[src/rtl/calc_pkg.sv]
package calc_pkg;

    localparam logic [31:0] ID_WORD    = 32'h0123_4567;
    localparam int unsigned OFS_ID     = 'h00;
    localparam int unsigned OFS_OPA    = 'h10;
    localparam int unsigned OFS_OPB    = 'h14;
    localparam int unsigned OFS_OPC    = 'h18;
    localparam int unsigned OFS_RES    = 'h30;
    localparam int unsigned WIDE_BASE  = 'h80;

    localparam logic [31:0] RST_OPA    = 32'h0000_0002;
    localparam logic [31:0] RST_OPB    = 32'h0000_0004;
    localparam logic [31:0] RST_OPC    = 32'h0000_00AA;
    localparam logic [31:0] RST_RES    = 32'h0000_00BB;
    localparam logic [31:0] BAD_RESULT = 32'h0000_00FF;

    localparam logic [31:0] OPC_ADD    = 32'd1;
    localparam logic [31:0] OPC_SUB    = 32'd2;
    localparam logic [31:0] OPC_MUL    = 32'd3;

    localparam int unsigned NUM_RW     = 3;

    typedef enum logic [1:0] {
        RSP_IDLE = 2'd0,
        RSP_READ = 2'd1,
        RSP_WACK = 2'd2
    } rsp_state_e;

    typedef enum logic [2:0] {
        SEL_ID   = 3'd0,
        SEL_OPA  = 3'd1,
        SEL_OPB  = 3'd2,
        SEL_OPC  = 3'd3,
        SEL_RES  = 3'd4,
        SEL_NONE = 3'd5
    } reg_sel_e;

    function automatic logic [31:0] rw_reset_value(input int unsigned idx);
        case (idx)
            0:       return RST_OPA;
            1:       return RST_OPB;
            default: return RST_OPC;
        endcase
    endfunction

endpackage

[src/rtl/calc_access_filter.sv]
module calc_access_filter
    import calc_pkg::*;
#(
    parameter int unsigned ADDR_W = 20
) (
    input  logic [ADDR_W-1:0] addr,
    input  logic [3:0]        size,
    output logic              size_ok,
    output reg_sel_e          sel
);

    localparam logic [ADDR_W-1:0] WIDE_A = ADDR_W'(WIDE_BASE);

    logic wide_region;

    always_comb begin
        wide_region = (addr >= WIDE_A);
        if (wide_region) begin
            size_ok = (size == 4'd4) || (size == 4'd8);
        end else begin
            size_ok = (size == 4'd4);
        end
    end

    always_comb begin
        if (addr == ADDR_W'(OFS_ID)) begin
            sel = SEL_ID;
        end else if (addr == ADDR_W'(OFS_OPA)) begin
            sel = SEL_OPA;
        end else if (addr == ADDR_W'(OFS_OPB)) begin
            sel = SEL_OPB;
        end else if (addr == ADDR_W'(OFS_OPC)) begin
            sel = SEL_OPC;
        end else if (addr == ADDR_W'(OFS_RES)) begin
            sel = SEL_RES;
        end else begin
            sel = SEL_NONE;
        end
    end

endmodule

[src/rtl/calc_alu.sv]
module calc_alu
    import calc_pkg::*;
#(
    parameter int unsigned REG_W = 32
) (
    input  logic [REG_W-1:0] op_a,
    input  logic [REG_W-1:0] op_b,
    input  logic [REG_W-1:0] opcode,
    output logic [REG_W-1:0] result,
    output logic             invalid
);

    localparam int unsigned PROD_W = 2 * REG_W;

    logic [PROD_W-1:0] product;

    always_comb begin
        product = PROD_W'(op_a) * PROD_W'(op_b);
    end

    always_comb begin
        invalid = 1'b0;
        if (opcode == REG_W'(OPC_ADD)) begin
            result = op_a + op_b;
        end else if (opcode == REG_W'(OPC_SUB)) begin
            result = op_a - op_b;
        end else if (opcode == REG_W'(OPC_MUL)) begin
            result = product[REG_W-1:0];
        end else begin
            result  = REG_W'(BAD_RESULT);
            invalid = 1'b1;
        end
    end

endmodule

[src/rtl/calc_regfile.sv]
module calc_regfile
    import calc_pkg::*;
#(
    parameter int unsigned REG_W = 32
) (
    input  logic                    clk,
    input  logic                    rst_n,
    input  logic [NUM_RW-1:0]       wr_en,
    input  logic [REG_W-1:0]        wr_data,
    input  logic                    res_upd,
    input  logic [REG_W-1:0]        res_in,
    input  logic                    err_in,
    output logic [REG_W-1:0]        rw_q [NUM_RW],
    output logic [REG_W-1:0]        res_q,
    output logic                    err_q
);

    for (genvar g = 0; g < NUM_RW; g++) begin : g_rw
        always_ff @(posedge clk or negedge rst_n) begin
            if (!rst_n) begin
                rw_q[g] <= REG_W'(rw_reset_value(g));
            end else if (wr_en[g]) begin
                rw_q[g] <= wr_data;
            end
        end
    end

    always_ff @(posedge clk or negedge rst_n) begin
        if (!rst_n) begin
            res_q <= REG_W'(RST_RES);
            err_q <= 1'b0;
        end else if (res_upd) begin
            res_q <= res_in;
            err_q <= err_in;
        end
    end

endmodule

[src/rtl/calc_regblock.sv]
module calc_regblock
    import calc_pkg::*;
#(
    parameter int unsigned ADDR_W = 20,
    parameter int unsigned DATA_W = 64,
    parameter int unsigned REG_W  = 32
) (
    input  logic              clk,
    input  logic              rst_n,
    input  logic              req_valid,
    input  logic              req_write,
    input  logic [ADDR_W-1:0] req_addr,
    input  logic [3:0]        req_size,
    input  logic [DATA_W-1:0] req_wdata,
    output logic              rsp_valid,
    output logic [DATA_W-1:0] rsp_rdata,
    output logic              calc_err
);

    localparam logic [DATA_W-1:0] ALL_ONES = '1;

    rsp_state_e        state_q;
    rsp_state_e        state_nxt;
    logic              size_ok;
    reg_sel_e          sel;
    logic [NUM_RW-1:0] wr_en;
    logic [REG_W-1:0]  rw_q [NUM_RW];
    logic [REG_W-1:0]  res_q;
    logic [REG_W-1:0]  alu_res;
    logic              alu_bad;
    logic              res_upd;
    logic [DATA_W-1:0] rd_mux;
    logic              legal;

    calc_access_filter #(.ADDR_W(ADDR_W)) u_filter (
        .addr    (req_addr),
        .size    (req_size),
        .size_ok (size_ok),
        .sel     (sel)
    );

    calc_alu #(.REG_W(REG_W)) u_alu (
        .op_a    (rw_q[0]),
        .op_b    (rw_q[1]),
        .opcode  (rw_q[2]),
        .result  (alu_res),
        .invalid (alu_bad)
    );

    always_comb begin
        legal   = req_valid && size_ok;
        res_upd = legal && !req_write && (sel == SEL_RES);
        wr_en   = '0;
        if (legal && req_write) begin
            wr_en[0] = (sel == SEL_OPA);
            wr_en[1] = (sel == SEL_OPB);
            wr_en[2] = (sel == SEL_OPC);
        end
    end

    calc_regfile #(.REG_W(REG_W)) u_regs (
        .clk     (clk),
        .rst_n   (rst_n),
        .wr_en   (wr_en),
        .wr_data (req_wdata[REG_W-1:0]),
        .res_upd (res_upd),
        .res_in  (alu_res),
        .err_in  (alu_bad),
        .rw_q    (rw_q),
        .res_q   (res_q),
        .err_q   (calc_err)
    );

    // Read data selection; the result path takes the fresh ALU output.
    always_comb begin
        rd_mux = ALL_ONES;
        if (size_ok) begin
            unique case (sel)
                SEL_ID:   rd_mux = DATA_W'(ID_WORD);
                SEL_OPA:  rd_mux = DATA_W'(rw_q[0]);
                SEL_OPB:  rd_mux = DATA_W'(rw_q[1]);
                SEL_OPC:  rd_mux = DATA_W'(rw_q[2]);
                SEL_RES:  rd_mux = DATA_W'(alu_res);
                SEL_NONE: rd_mux = ALL_ONES;
            endcase
        end
    end

    // Next response state
    always_comb begin
        state_nxt = RSP_IDLE;
        unique case (state_q)
            RSP_IDLE, RSP_READ, RSP_WACK: begin
                if (req_valid) begin
                    state_nxt = req_write ? RSP_WACK : RSP_READ;
                end
            end
            default: state_nxt = RSP_IDLE;
        endcase
    end

    // State register
    always_ff @(posedge clk or negedge rst_n) begin
        if (!rst_n) begin
            state_q <= RSP_IDLE;
        end else begin
            state_q <= state_nxt;
        end
    end

    // Output register
    always_ff @(posedge clk or negedge rst_n) begin
        if (!rst_n) begin
            rsp_rdata <= '0;
        end else begin
            unique case (state_nxt)
                RSP_READ: rsp_rdata <= rd_mux;
                RSP_WACK: rsp_rdata <= '0;
                RSP_IDLE: rsp_rdata <= '0;
                default:  rsp_rdata <= '0;
            endcase
        end
    end

    assign rsp_valid = (state_q != RSP_IDLE);

    // Stored result is held for visibility of the latched value only.
    logic unused_res;
    assign unused_res = ^res_q;

endmodule

[config.mk]
export PLATFORM = sky130hd
export DESIGN_NAME = calc_regblock
export DESIGN_NICKNAME = d
export VERILOG_FILES = /design/src/rtl/calc_pkg.sv /design/src/rtl/calc_access_filter.sv /design/src/rtl/calc_alu.sv /design/src/rtl/calc_regfile.sv /design/src/rtl/calc_regblock.sv
export SDC_FILE = /design/constraint.sdc
export NUM_CORES = 2
export LEC_CHECK = 0
export CAP_MARGIN = 20
export CELL_PAD_IN_SITES_DETAIL_PLACEMENT = 1
export CELL_PAD_IN_SITES_GLOBAL_PLACEMENT = 2
export CORE_MARGIN = 1
export CORE_UTILIZATION = 41
export DETAILED_ROUTE_END_ITERATION = 10
export PLACE_DENSITY = 0.91
export SYNTH_ARGS = -nofsm -noshare
export SYNTH_HDL_FRONTEND = slang
export SYNTH_HIERARCHICAL = 1
export SYNTH_SLANG_ARGS = --single-unit
[constraint.sdc]
create_clock -name clk -period 8.6 [get_ports clk]
set_input_delay 1.29 -clock clk [delete_from_list [all_inputs] [get_ports clk]]
set_output_delay 1.29 -clock clk [all_outputs]
set_load 0.05 [all_outputs]
==> implementation parameters <==
Parameter                              Value

Status
  Outcome    finished clean

Placement
  Placed Cells incl. Taps    3,686
  Placed cell area    28,300 µm²
  Input/output buffers    125
  Detailed-placement wirelength estimate    79.6 mm
  Routability-driven placement congestion ratio    1.02

STA
  Final count of pins violating max slew    0
  Final period util    97.5%
  RSZ-0062 raised after global routing    no
  Final Hold Viols    0
  Top achievable clock speed    0.119 GHz
  Time the worst path needs with I/O delays and setup    8390 ps
  Worst-margin pin slew    1130 ps
  Max Clock Skew    11.0 ps
  Number of setup violations in the final report    0
  Worst slew margin relative to its limit    24.2%
  Total Neg Setup Slack    0 ps

Detailed routing
  Detailed-route wire length per cell    27.2 µm
  Initial detailed-routing violation count    1,894
  Number of DRC violations after detailed routing    0
  Number of nets with antenna violations after routing    0
  Total via count in the routed design    21.5k
  Via density per instance    5.77
  Iteration count of the initial detailed-routing pass    5
  Total Wirelength    101 mm

Floorplanning
  Rows    92
  DIE AREA    64,600 µm²
  I/O Pins    158
  Die Y-Extent    254 µm
  Placeable core region    63,000 µm²
  Die width    254 µm
  Initial Util    41.4%

Hold path
  Min-delay worst type    flip-flop to flip-flop
  Min-Delay Startpoint    state_q[1]

Clocking
  H-tree levels    4
  Clock transition at the registers of the reported paths    70 ps
  Number of buffers on the longest clock path    2
  Clock tree from TritonCTS    done
  Clock Sink Count    132
  Root buffer cell    sky130_fd_sc_hd__clkbuf_16
  Clock buffers created by TritonCTS    17
  Clock insertion delay at the later pin of the skew report    430 ps

Synthesis
  Mean instance size in the synthesized netlist    9.40 µm²
  Number of synthesis warnings    6
  Cell count after synthesis    2,774
  Mapped Nets    3,461
  Synthesized cell area    26,100 µm²

Critical path
  Largest incremental delay on the critical path    750 ps
  Crit Reg-Reg Startpoint    u_regs/rw_q[71]
  Most repeated library cell on the critical path    sky130_fd_sc_hd__fa_1
  Sort of element at the start of the critical path    flip-flop
  Worst R2R Setup Slack    210 ps
  Required time of the critical path    8940 ps
  Family with the most delay on the worst path    adder cells
  Category of the worst setup path capture point    flip-flop
  Worst endpoint data arrival time    8730 ps
  Slowest-stage cell, CP    sky130_fd_sc_hd__dfrtp_1
  Total number of cells along the worst setup path    26
  Worst setup path startpoint    u_regs/rw_q[71]
  Worst Setup EP    rsp_rdata[28]
  FF-to-FF End    rsp_rdata[28]
  CP Class    flip-flop to flip-flop
  Number of cells traversed by the worst register-to-register path    26
  Largest driver fanout on the critical path    8
  Worst Path Buf+Inv    4

Pwr
  Leakage    14.0 nW
  Power, Total    1.55 mW
  Worst voltage drop across the vdd grid    129 µV
  Total power divided by cell area    53.6 nW/µm²

Global routing
  Pin count of the biggest net entering global routing    74
  All-layer global routing usage    32.3%
  Global-route congestion overflow total    0
  Number of global-route vias before repair    24.2k
  Number of antenna violations at the first check in global routing    0
  First-pass GRT wire length    154 mm

Layout
  Area of all sequential standard cells    3320 µm²
  Final Core Density    46.0%
  Post-layout instance area    29,000 µm²
  Net count, final    3,547
  Synth-to-layout area growth    11.1%
  Area of combinational cells with multiple inputs    20,100 µm²
  Number of cells in the finished layout apart from fillers    3,720
  Fill count    7,164
  Share of cells above drive strength 1    11.8%

Flow run
  Number of max-capacitance violations reported    0
[power by group]
group	total, mW	switching (mW)	internal, mW
Clock	0.748	0.310	0.439
Combinational	0.170	0.111	0.0581
Sequential	0.635	0.00528	0.630
Total	1.55	0.427	1.13
[worst min-delay path by stage]
stage / end / cells after the start
floorplan: state_q[1] / 1
global placement: state_q[1] / 1
detailed placement: state_q[1] / 1
CTS: state_q[1] / 1
global route: state_q[1] / 1
finish: state_q[1] / 1
[registers in the layout (all words and copies together) (netlist names)]
register	count
state_q	2
u_regs/rw_q	96
rsp_rdata	33
u_regs/err_q	1
[layer usage]
metal,vias to the layer above,GRT usage [%],wire length (µm)
met5,-,0,0
met3,222,4.49,6950
li1,9016,-,-
met2,946,53.1,47900
met4,0,13.0,4570
met1,11300,42.8,41800
[cell type report]
cell class | count | area share [%]
antenna | 1 | 0.00864
inverter | 445 | 5.77
clock buffer | 19 | 1.53
multi-input combinational | 2017 | 69.4
tap | 846 | 3.66
clock inverter | 13 | 0.518
sequential | 132 | 11.5
timing repair buffer | 247 | 7.61
[through the flow]
stage / setup slack [ps] / hold WS (ps)
after floorplan: 1170 / 432
after global placement: 231 / 451
after detailed placement: 197 / 461
after CTS: 80.5 / 470
after global routing: 4.34 / 504
final: 215 / 467
[what timing repair did]
item,CTS,global route
endpoints found under the setup margin,0,6
setup buffers,0,1
hold buffers,0,0
resized for setup,0,12
[cells in the final DEF, fill, tap and decap left out, types with 20 or more instances in the layout]
master                              n
sky130_fd_sc_hd__a211oi_1          20
sky130_fd_sc_hd__o21ai_0           45
sky130_fd_sc_hd__xor2_1            26
sky130_fd_sc_hd__o22ai_1           26
sky130_fd_sc_hd__ha_1             185
sky130_fd_sc_hd__and2_1           257
sky130_fd_sc_hd__clkdlybuf4s50_1  124
sky130_fd_sc_hd__fa_1             410
sky130_fd_sc_hd__a21o_1            21
sky130_fd_sc_hd__mux2_4            90
sky130_fd_sc_hd__dfrtp_1          118
sky130_fd_sc_hd__nand2_1          293
sky130_fd_sc_hd__nor2_1           119
sky130_fd_sc_hd__buf_4            118
sky130_fd_sc_hd__nor3_1            29
sky130_fd_sc_hd__a21oi_1           75
sky130_fd_sc_hd__a221oi_1          24
sky130_fd_sc_hd__inv_1            440
sky130_fd_sc_hd__a31oi_1           35
sky130_fd_sc_hd__xnor2_1           68
Note: power is estimated with default switching activity, not from simulation.
